--- config.mk ---
export PLATFORM = sky130hd
export DESIGN_NAME = sync_sequencer
export DESIGN_NICKNAME = d
export VERILOG_FILES = /design/src/rtl/sync_seq_pkg.sv /design/src/rtl/sync_seq_cmdgen.sv /design/src/rtl/sync_seq_busdrv.sv /design/src/rtl/sync_seq_updpulse.sv /design/src/rtl/sync_sequencer.sv
export SDC_FILE = /design/constraint.sdc
export NUM_CORES = 1
export LEC_CHECK = 0
export BUFFER_PORTS_ARGS = -buffer_cell sky130_fd_sc_hd__buf_2
export CORE_ASPECT_RATIO = 2
export CORE_MARGIN = 8
export CORE_UTILIZATION = 55
export DETAILED_ROUTE_END_ITERATION = 8
export PLACE_DENSITY = 0.76
export SETUP_SLACK_MARGIN = 0.3
export SYNTH_ARGS = -nofsm -noshare
export SYNTH_HDL_FRONTEND = slang
export SYNTH_HIERARCHICAL = 1
export SYNTH_SLANG_ARGS = --single-unit
export TNS_END_PERCENT = 5
--- constraint.sdc ---
create_clock -name clk -period 4.9 [get_ports clk]
set_clock_uncertainty 0.2 [all_clocks]
set_input_delay 0.98 -clock clk [delete_from_list [all_inputs] [get_ports clk]]
set_output_delay 0.98 -clock clk [all_outputs]
set_load 0.1 [all_outputs]
--- src/rtl/sync_seq_pkg.sv ---
package sync_seq_pkg;

   typedef enum logic [2:0] {
      S_IDLE,
      S_RST,
      S_CFG,
      S_FIRE,
      S_UWAIT,
      S_LOCK,
      S_LOAD,
      S_DONE
   } seq_state_t;

   typedef enum logic {
      STG_CFG,
      STG_LOAD
   } stage_t;

endpackage

--- src/rtl/sync_seq_cmdgen.sv ---
module sync_seq_cmdgen
   import sync_seq_pkg::*;
#(
   parameter int DATA_W    = 8,
   parameter int ADDR_W    = 6,
   parameter int FTW_BYTES = 6,
   parameter int PH_BYTES  = 2,
   parameter int MULT_W    = 5,
   parameter int A_UPD     = 'h1F,
   parameter int A_CLK     = 'h1E,
   parameter int A_FTW     = 'h04,
   parameter int A_PH      = 'h0C,
   parameter int CIDX_W    = 3
) (
   input  stage_t                      stage,
   input  logic [CIDX_W-1:0]           idx,
   input  logic [FTW_BYTES*DATA_W-1:0] ftw,
   input  logic                        mult_en,
   input  logic [MULT_W-1:0]           ratio,
   output logic [ADDR_W-1:0]           cmd_addr,
   output logic [DATA_W-1:0]           cmd_data,
   output logic                        cmd_last
);

   localparam int CFG_N  = 2;
   localparam int LOAD_N = 1 + FTW_BYTES + PH_BYTES;

   logic [DATA_W-1:0] ftw_byte [FTW_BYTES];
   logic [DATA_W-1:0] clk_word;

   // byte 0 is the most significant byte of the word
   for (genvar k = 0; k < FTW_BYTES; k++) begin : g_byte
      assign ftw_byte[k] = ftw[(FTW_BYTES-1-k)*DATA_W +: DATA_W];
   end

   assign clk_word = {{(DATA_W-MULT_W-1){1'b0}}, mult_en, ratio};

   always_comb begin
      int k;
      k        = int'(idx);
      cmd_addr = '0;
      cmd_data = '0;
      cmd_last = 1'b0;
      if (stage == STG_CFG) begin
         cmd_last = (k == CFG_N-1);
         if (k == 0) begin
            cmd_addr = ADDR_W'(A_UPD);
            cmd_data = DATA_W'(1);
         end else begin
            cmd_addr = ADDR_W'(A_CLK);
            cmd_data = clk_word;
         end
      end else begin
         cmd_last = (k == LOAD_N-1);
         if (k == 0) begin
            cmd_addr = ADDR_W'(A_CLK);
            cmd_data = clk_word;
         end else if (k <= FTW_BYTES) begin
            cmd_addr = ADDR_W'(A_FTW + k - 1);
            for (int j = 0; j < FTW_BYTES; j++) begin
               if (k - 1 == j) cmd_data = ftw_byte[j];
            end
         end else begin
            cmd_addr = ADDR_W'(A_PH + k - 1 - FTW_BYTES);
            cmd_data = '0;
         end
      end
   end

endmodule

--- src/rtl/sync_seq_busdrv.sv ---
module sync_seq_busdrv #(
   parameter int N_DEV  = 2,
   parameter int ADDR_W = 6,
   parameter int DATA_W = 8,
   parameter int DEV_W  = 1
) (
   input  logic              clk,
   input  logic              rst_n,
   input  logic              req,
   input  logic [DEV_W-1:0]  dev,
   input  logic [ADDR_W-1:0] addr,
   input  logic [DATA_W-1:0] data,
   output logic              ack,
   output logic [ADDR_W-1:0] bus_addr,
   output logic [DATA_W-1:0] bus_data,
   output logic [N_DEV-1:0]  wr_n
);

   localparam logic [N_DEV-1:0] ALL_HI = '1;

   // three cycles per write: setup, strobe, hold
   logic [1:0]       ph;
   logic [N_DEV-1:0] strobe_nxt;

   for (genvar i = 0; i < N_DEV; i++) begin : g_strobe
      assign strobe_nxt[i] = !(req && ph == 2'd1 && dev == DEV_W'(i));
   end

   assign ack = req && ph == 2'd2;

   always_ff @(posedge clk or negedge rst_n) begin
      if (!rst_n) begin
         ph       <= 2'd0;
         bus_addr <= '0;
         bus_data <= '0;
         wr_n     <= ALL_HI;
      end else begin
         if (req) ph <= (ph == 2'd2) ? 2'd0 : ph + 2'd1;
         else     ph <= 2'd0;
         if (req && ph == 2'd0) begin
            bus_addr <= addr;
            bus_data <= data;
         end
         wr_n <= strobe_nxt;
      end
   end

   AST_ONE_STROBE: assert property (@(posedge clk) disable iff (!rst_n)
      $onehot0(~wr_n));

   AST_STROBE_SHORT: assert property (@(posedge clk) disable iff (!rst_n)
      (wr_n != ALL_HI) |=> (wr_n == ALL_HI));

   AST_ADDR_HOLD: assert property (@(posedge clk) disable iff (!rst_n)
      (wr_n == ALL_HI && $past(wr_n) != ALL_HI) |-> ($stable(bus_addr) && $stable(bus_data)));

endmodule

--- src/rtl/sync_seq_updpulse.sv ---
module sync_seq_updpulse #(
   parameter int UPD_CYCLES = 4
) (
   input  logic clk,
   input  logic rst_n,
   input  logic fire,
   output logic upd_out,
   output logic active
);

   localparam int CNT_W = $clog2(UPD_CYCLES + 1);

   logic upd_lvl;

   if (UPD_CYCLES == 1) begin : g_single
      logic lvl_q;
      always_ff @(posedge clk or negedge rst_n) begin
         if (!rst_n) lvl_q <= 1'b0;
         else        lvl_q <= fire;
      end
      assign upd_lvl = lvl_q;
   end else begin : g_count
      logic [CNT_W-1:0] cnt;
      always_ff @(posedge clk or negedge rst_n) begin
         if (!rst_n)          cnt <= '0;
         else if (fire)       cnt <= CNT_W'(UPD_CYCLES);
         else if (cnt != '0)  cnt <= cnt - 1'b1;
      end
      assign upd_lvl = (cnt != '0);
   end

   // retiming register on the reference clock
   always_ff @(posedge clk or negedge rst_n) begin
      if (!rst_n) upd_out <= 1'b0;
      else        upd_out <= upd_lvl;
   end

   assign active = upd_lvl || upd_out;

   logic [CNT_W:0] hi_cnt;
   always_ff @(posedge clk or negedge rst_n) begin
      if (!rst_n)       hi_cnt <= '0;
      else if (upd_out) hi_cnt <= hi_cnt + 1'b1;
      else              hi_cnt <= '0;
   end

   AST_UPD_WIDTH: assert property (@(posedge clk) disable iff (!rst_n)
      $fell(upd_out) |-> (hi_cnt == (CNT_W+1)'(UPD_CYCLES)));

endmodule

--- src/rtl/sync_sequencer.sv ---
module sync_sequencer
   import sync_seq_pkg::*;
#(
   parameter int N_DEV       = 2,
   parameter int ADDR_W      = 6,
   parameter int DATA_W      = 8,
   parameter int FTW_BYTES   = 6,
   parameter int PH_BYTES    = 2,
   parameter int MULT_W      = 5,
   parameter int RST_CYCLES  = 10,
   parameter int CLK_HZ      = 125_000_000,
   parameter int LOCK_CYCLES = CLK_HZ / 1000,
   parameter int UPD_CYCLES  = 4,
   parameter int A_UPD       = 'h1F,
   parameter int A_CLK       = 'h1E,
   parameter int A_FTW       = 'h04,
   parameter int A_PH        = 'h0C
) (
   input  logic                              clk,
   input  logic                              rst_n,
   input  logic                              start,
   input  logic                              mult_mode,
   input  logic [MULT_W-1:0]                 mult_ratio,
   input  logic [N_DEV*FTW_BYTES*DATA_W-1:0] ftw_in,
   output logic                              busy,
   output logic                              done,
   output logic                              dev_reset,
   output logic [ADDR_W-1:0]                 bus_addr,
   output logic [DATA_W-1:0]                 bus_data,
   output logic [N_DEV-1:0]                  wr_n,
   output logic                              io_update
);

   localparam int FTW_W   = FTW_BYTES * DATA_W;
   localparam int DEV_W   = (N_DEV > 1) ? $clog2(N_DEV) : 1;
   localparam int LOAD_N  = 1 + FTW_BYTES + PH_BYTES;
   localparam int CIDX_W  = $clog2(LOAD_N + 1);
   localparam int TMR_MAX = (LOCK_CYCLES > RST_CYCLES) ? LOCK_CYCLES : RST_CYCLES;
   localparam int TMR_W   = $clog2(TMR_MAX + 1);
   localparam logic [N_DEV-1:0] ALL_HI = '1;

   if (RST_CYCLES < 10) begin : g_chk_rst
      $error("RST_CYCLES must be at least 10");
   end
   if (N_DEV < 2) begin : g_chk_dev
      $error("N_DEV must be at least 2");
   end
   if (DATA_W < MULT_W + 2) begin : g_chk_mult
      $error("DATA_W too narrow for clock word");
   end
   if (UPD_CYCLES < 1 || LOCK_CYCLES < 1) begin : g_chk_time
      $error("UPD_CYCLES and LOCK_CYCLES must be positive");
   end
   if (A_FTW + FTW_BYTES > A_PH || A_PH + PH_BYTES > A_CLK || A_CLK >= A_UPD
       || A_UPD >= (1 << ADDR_W)) begin : g_chk_map
      $error("register addresses overlap or exceed ADDR_W");
   end

   seq_state_t          state, state_nxt;
   logic [TMR_W-1:0]    tmr;
   logic [DEV_W-1:0]    dev_idx;
   logic [CIDX_W-1:0]   cmd_idx;
   logic                final_q;
   logic                mode_q;
   logic [MULT_W-1:0]   ratio_q;
   logic [N_DEV*FTW_W-1:0] ftw_q;
   logic [FTW_W-1:0]    dev_ftw;
   logic [ADDR_W-1:0]   cmd_addr;
   logic [DATA_W-1:0]   cmd_data;
   logic                cmd_last;
   logic                dev_last;
   logic                wr_req, wr_ack;
   logic                upd_fire, upd_active;
   stage_t              stage;

   assign dev_last = (dev_idx == DEV_W'(N_DEV-1));
   assign wr_req   = (state == S_CFG) || (state == S_LOAD);
   assign stage    = (state == S_LOAD) ? STG_LOAD : STG_CFG;
   assign upd_fire = (state == S_FIRE);
   assign busy     = (state != S_IDLE);
   assign done     = (state == S_DONE);

   always_comb begin
      dev_ftw = '0;
      for (int j = 0; j < N_DEV; j++) begin
         if (dev_idx == DEV_W'(j)) dev_ftw = ftw_q[j*FTW_W +: FTW_W];
      end
   end

   always_comb begin
      state_nxt = state;
      unique case (state)
         S_IDLE:  if (start) state_nxt = S_RST;
         S_RST:   if (tmr == TMR_W'(RST_CYCLES-1)) state_nxt = S_CFG;
         S_CFG:   if (wr_ack && cmd_last && dev_last) state_nxt = mode_q ? S_FIRE : S_LOAD;
         S_FIRE:  state_nxt = S_UWAIT;
         S_UWAIT: if (!upd_active) state_nxt = final_q ? S_DONE : S_LOCK;
         S_LOCK:  if (tmr == TMR_W'(LOCK_CYCLES-1)) state_nxt = S_LOAD;
         S_LOAD:  if (wr_ack && cmd_last && dev_last) state_nxt = S_FIRE;
         S_DONE:  state_nxt = S_IDLE;
         default: state_nxt = S_IDLE;
      endcase
   end

   always_ff @(posedge clk or negedge rst_n) begin
      if (!rst_n) begin
         state     <= S_IDLE;
         tmr       <= '0;
         dev_idx   <= '0;
         cmd_idx   <= '0;
         final_q   <= 1'b0;
         mode_q    <= 1'b0;
         ratio_q   <= '0;
         ftw_q     <= '0;
         dev_reset <= 1'b0;
      end else begin
         state     <= state_nxt;
         dev_reset <= (state_nxt == S_RST);
         if (state_nxt != state)                   tmr <= '0;
         else if (state == S_RST || state == S_LOCK) tmr <= tmr + 1'b1;
         if (state == S_IDLE && start) begin
            mode_q  <= mult_mode;
            ratio_q <= mult_ratio;
            ftw_q   <= ftw_in;
            final_q <= 1'b0;
            dev_idx <= '0;
            cmd_idx <= '0;
         end
         if (wr_ack) begin
            if (cmd_last) begin
               cmd_idx <= '0;
               dev_idx <= dev_last ? '0 : dev_idx + 1'b1;
            end else begin
               cmd_idx <= cmd_idx + 1'b1;
            end
         end
         if (state == S_LOAD && state_nxt == S_FIRE) final_q <= 1'b1;
      end
   end

   sync_seq_cmdgen #(
      .DATA_W(DATA_W), .ADDR_W(ADDR_W), .FTW_BYTES(FTW_BYTES), .PH_BYTES(PH_BYTES),
      .MULT_W(MULT_W), .A_UPD(A_UPD), .A_CLK(A_CLK), .A_FTW(A_FTW), .A_PH(A_PH),
      .CIDX_W(CIDX_W)
   ) u_cmd (
      .stage(stage), .idx(cmd_idx), .ftw(dev_ftw), .mult_en(mode_q), .ratio(ratio_q),
      .cmd_addr(cmd_addr), .cmd_data(cmd_data), .cmd_last(cmd_last)
   );

   sync_seq_busdrv #(
      .N_DEV(N_DEV), .ADDR_W(ADDR_W), .DATA_W(DATA_W), .DEV_W(DEV_W)
   ) u_bus (
      .clk(clk), .rst_n(rst_n), .req(wr_req), .dev(dev_idx), .addr(cmd_addr),
      .data(cmd_data), .ack(wr_ack), .bus_addr(bus_addr), .bus_data(bus_data), .wr_n(wr_n)
   );

   sync_seq_updpulse #(
      .UPD_CYCLES(UPD_CYCLES)
   ) u_upd (
      .clk(clk), .rst_n(rst_n), .fire(upd_fire), .upd_out(io_update), .active(upd_active)
   );

   logic [TMR_W-1:0] rst_hi_cnt;
   always_ff @(posedge clk or negedge rst_n) begin
      if (!rst_n)         rst_hi_cnt <= '0;
      else if (dev_reset) rst_hi_cnt <= rst_hi_cnt + 1'b1;
      else                rst_hi_cnt <= '0;
   end

   AST_RST_WIDTH: assert property (@(posedge clk) disable iff (!rst_n)
      $fell(dev_reset) |-> (rst_hi_cnt == TMR_W'(RST_CYCLES)));

   AST_RST_QUIET: assert property (@(posedge clk) disable iff (!rst_n)
      dev_reset |-> (wr_n == ALL_HI && !io_update));

   AST_LOCK_QUIET: assert property (@(posedge clk) disable iff (!rst_n)
      (state == S_LOCK) |-> (wr_n == ALL_HI));

   AST_NO_UPD_WRITE: assert property (@(posedge clk) disable iff (!rst_n)
      !(io_update && wr_n != ALL_HI));

   AST_START_IGNORED: assert property (@(posedge clk) disable iff (!rst_n)
      (busy && start) |=> ($stable(mode_q) && $stable(ratio_q) && $stable(ftw_q)));

   AST_DONE_PULSE: assert property (@(posedge clk) disable iff (!rst_n)
      done |=> (!done && !busy));

endmodule

==> results.toml <==
[sta]
hold_viol = 0
slew_violations = 0
period_share_pct = 74.4
fmax_mhz = 274
setup_viol = 0
maxSlewHeadroom_pct = 27.5
post-route-min-period_ns = 3.65
rsz0062_at_grt = "no"
tightest_slew_ns = 1.09
fin_setup_tns_ns = 0

[cts]
cts_resized = 0
cts-root-buf = "clkbuf_16"
cts_buffers = 17
clkTransAtPathRegs_ns = 0.07
post_cts_buffers = 0
htree_levels = 4
hold_buffers = 0
cts_num_sinks = 151
cts_tree = "built"
cts_buffer_depth = 2
clkLatencyLatePin_ns = 0.42

[critical_path]
worst-setup-path-type = "reg2reg"
worstPathArrival_ns = 3.71
crit_fanout = 17
required_ns = 4.96
cp-start-kind = "flip-flop"
endpoint_kind = "flip-flop"

[yosys]
yosys_warnings = 6
ys_seq_area_share_pct = 48.5
syn_area_um2 = 7790
synth_cell_type_count = 69
synth_edf_count = 0
synth_seq_cells = 151
synth_nets = 966
synth_cells = 849
ys_async_sr_fraction_pct = 100
synthFlopType = "dfrtp_1"
syn_area_per_cell_um2 = 9.18

[detailed_routing]
avgRoutedWirePerCell_um = 17.6
drt_first_pass_iters = 4
drc = 0
vias = 6284
drtIter0Drc = 365
wl_um = 20400
postRouteAntennaNets = 0
viasPerCell = 5.45

[run]
cap_violations = 0

[pwr]
pwr-share-comb_pct = 5.8
switching_power_mw = 0.678
intPower_mw = 2.13
p_sw_share_pct = 24.1
p_clk_share_pct = 47.3
power_frac_seq_pct = 46.9
ir_worst_vdd_v = 0.000237
p_per_area_nw_per_um2 = 309
p_leak_nw = 4.64

[hold_path]
hold_class = "reg2reg"

[global_routing]
antenna_found_initial = 0
grt_pass1_vias = 6722
track_usage_pct = 23.0
grt_first_pass_wirelength_um = 32800
grt.overflow.total = 0
grt_max_degree = 105

[cells_and_area]
diodes = 0
num-nets-final = 1069
area_delta_synth_final_pct = 16.8
final_core_utilization_pct = 65.5
drive_above_1_share_pct = 26.0

[place]
globalplace.congestion = 0.859
io_buffers = 124
dp_hpwl_um = 14600

[floorplan]
die_h_um = 184
core_um2 = 13900
initial_core_util_pct = 56.1
placementRows = 61
die_area_um2 = 18500
die_x_um = 100
io_pins = 125

[outcome]
status = "finished clean"
## worst paths after layout
check	startpoint	to	slack, ns	cells after the start
max	state[1]$_DFF_PN0_	tmr[3]$_DFFE_PN0P_	1.25	9
min	ftw_q[86]$_DFFE_PN0P_	ftw_q[86]$_DFFE_PN0P_	0.27	2
max reg2reg	state[1]$_DFF_PN0_	tmr[3]$_DFFE_PN0P_	1.25	9
min reg2reg	ftw_q[86]$_DFFE_PN0P_	ftw_q[86]$_DFFE_PN0P_	0.27	2
max in group asynchronous	rst_n	ftw_q[37]$_DFFE_PN0P_	3.10	2
min in group asynchronous	rst_n	u_bus/bus_addr[4]$_DFFE_PN0P_	0.47	1
## cells in the final DEF (no fill, tap or decap), types with 3 or more instances in the layout
cell type	instances
ha_1	12
buf_2	123
a221o_1	4
clkinvlp_4	3
mux2_4	10
nand2b_1	4
a22o_1	5
nor2b_1	15
a211o_1	5
nand4_1	3
nor3_1	12
dfrtp_1	148
or3_1	4
inv_6	5
o31ai_1	9
nand3_1	9
xor2_1	3
a21oi_1	14
mux2_2	56
o21ai_0	23
clkbuf_16	17
a211oi_1	6
a22oi_1	4
buf_4	6
a221oi_1	4
inv_1	12
o21ai_1	3
nor2_1	25
nor4_1	5
nand2_1	341
xnor2_1	11
or4_4	3
## power groups by stage
stage               Combinational (mW)  Sequential (mW)  Clock [mW]
detailed placement               0.164             1.34           0
global route                     0.183             1.32        1.40
global placement                 0.162             1.34           0
floorplan                       0.0546             1.35           0
CTS                              0.167             1.32        1.35
finish                           0.164             1.32        1.33
## synthesized netlist by cell type (all sizes together) (3+ instances only)
library cell	count	area, µm²
buf	12	87.6
o31ai	9	67.6
a221o	4	40.0
o211ai	3	27.5
ha	12	150
nand4	4	31.3
a22o	5	43.8
a21oi	14	70.1
o21ai	26	130
a211o	5	43.8
dfrtp	149	3730
nor2	26	100
or4	5	48.8
xor2	3	26.3
and3b	4	37.5
nor4	6	52.6
a211oi	8	70.1
nor3	13	65.1
clkbuf	34	128
inv	12	45.0
nand3	9	45.0
nor3b	4	52.6
nor2b	15	93.8
nand2b	5	38.8
a22oi	4	30.0
xnor2	11	96.3
mux2	66	781
a221oi	4	35.0
nand2	343	1290
or3	4	25.0
## metal layers
metal  up-vias  GRT usage (%)  routed length (µm)
met3        65           4.46                 751
li1       3040              -                   -
met2       184           41.6               11000
met1      2995           23.4                7380
met5         -              0                   0
met4         0           14.5                1170
## registers in the layout, indices dropped and copies added, names as in the netlist
name,flops
u_bus/ph,2
u_upd/g_count.cnt,3
tmr,17
dev_reset,1
u_bus/bus_addr,6
final_q,1
ratio_q,5
state,3
cmd_idx,4
ftw_q,96
u_bus/bus_data,8
u_upd/upd_out,1
u_bus/wr_n,2
dev_idx,1
mode_q,1
## critical path, cell delays in order, from the launching register on
cell     delay (ns)
dfrtp_1        0.63
nand2_1        0.13
nor2_1         0.40
and3_1         0.22
a21oi_1        0.04
nor3_1         0.34
nand3_1        0.24
a32o_1         0.32
nor2_1         0.82
nor3_1         0.15
## area by class of cell
| cell class | count | area, µm² |
|---|---|---|
| fill | 1219 | 4790 |
| sequential | 151 | 3780 |
| multi-input combinational | 640 | 3760 |
| timing repair buffer | 130 | 672 |
| clock buffer | 18 | 439 |
| tap | 189 | 236 |
| clock inverter | 14 | 160 |
| inverter | 12 | 45.0 |
## kinds of logic (layout without fill, tap and decap cells)
| logic type | count (synthesis) | after routing | synth area share [%] |
|---|---|---|---|
| AND/OR/NAND/NOR | 451 | 451 | 25.7 |
| flip-flops | 151 | 151 | 48.5 |
| AO/OA/AOI/OAI | 95 | 95 | 8.77 |
| multiplexers | 67 | 67 | 10.1 |
| buffers and inverters | 58 | 174 | 3.34 |
| XOR/XNOR | 14 | 14 | 1.57 |
| adder cells (fa/ha/maj) | 12 | 12 | 1.93 |
| other | 1 | 1 | 0.0481 |
## per-stage QoR
stage	hold slack, ns	cell area, µm²	instances	power, mW	setup WS, ns
after CTS	0.272	9100	1154	2.83	1.29
after detailed placement	0.256	8500	1122	1.50	1.29
after global routing	0.282	9100	1154	2.90	0.932
after global placement	0.252	8500	1122	1.50	1.43
final	0.266	9100	1154	2.81	1.25
after floorplan	0.182	7790	849	1.41	1.98
(Power assumes the default switching activity.)
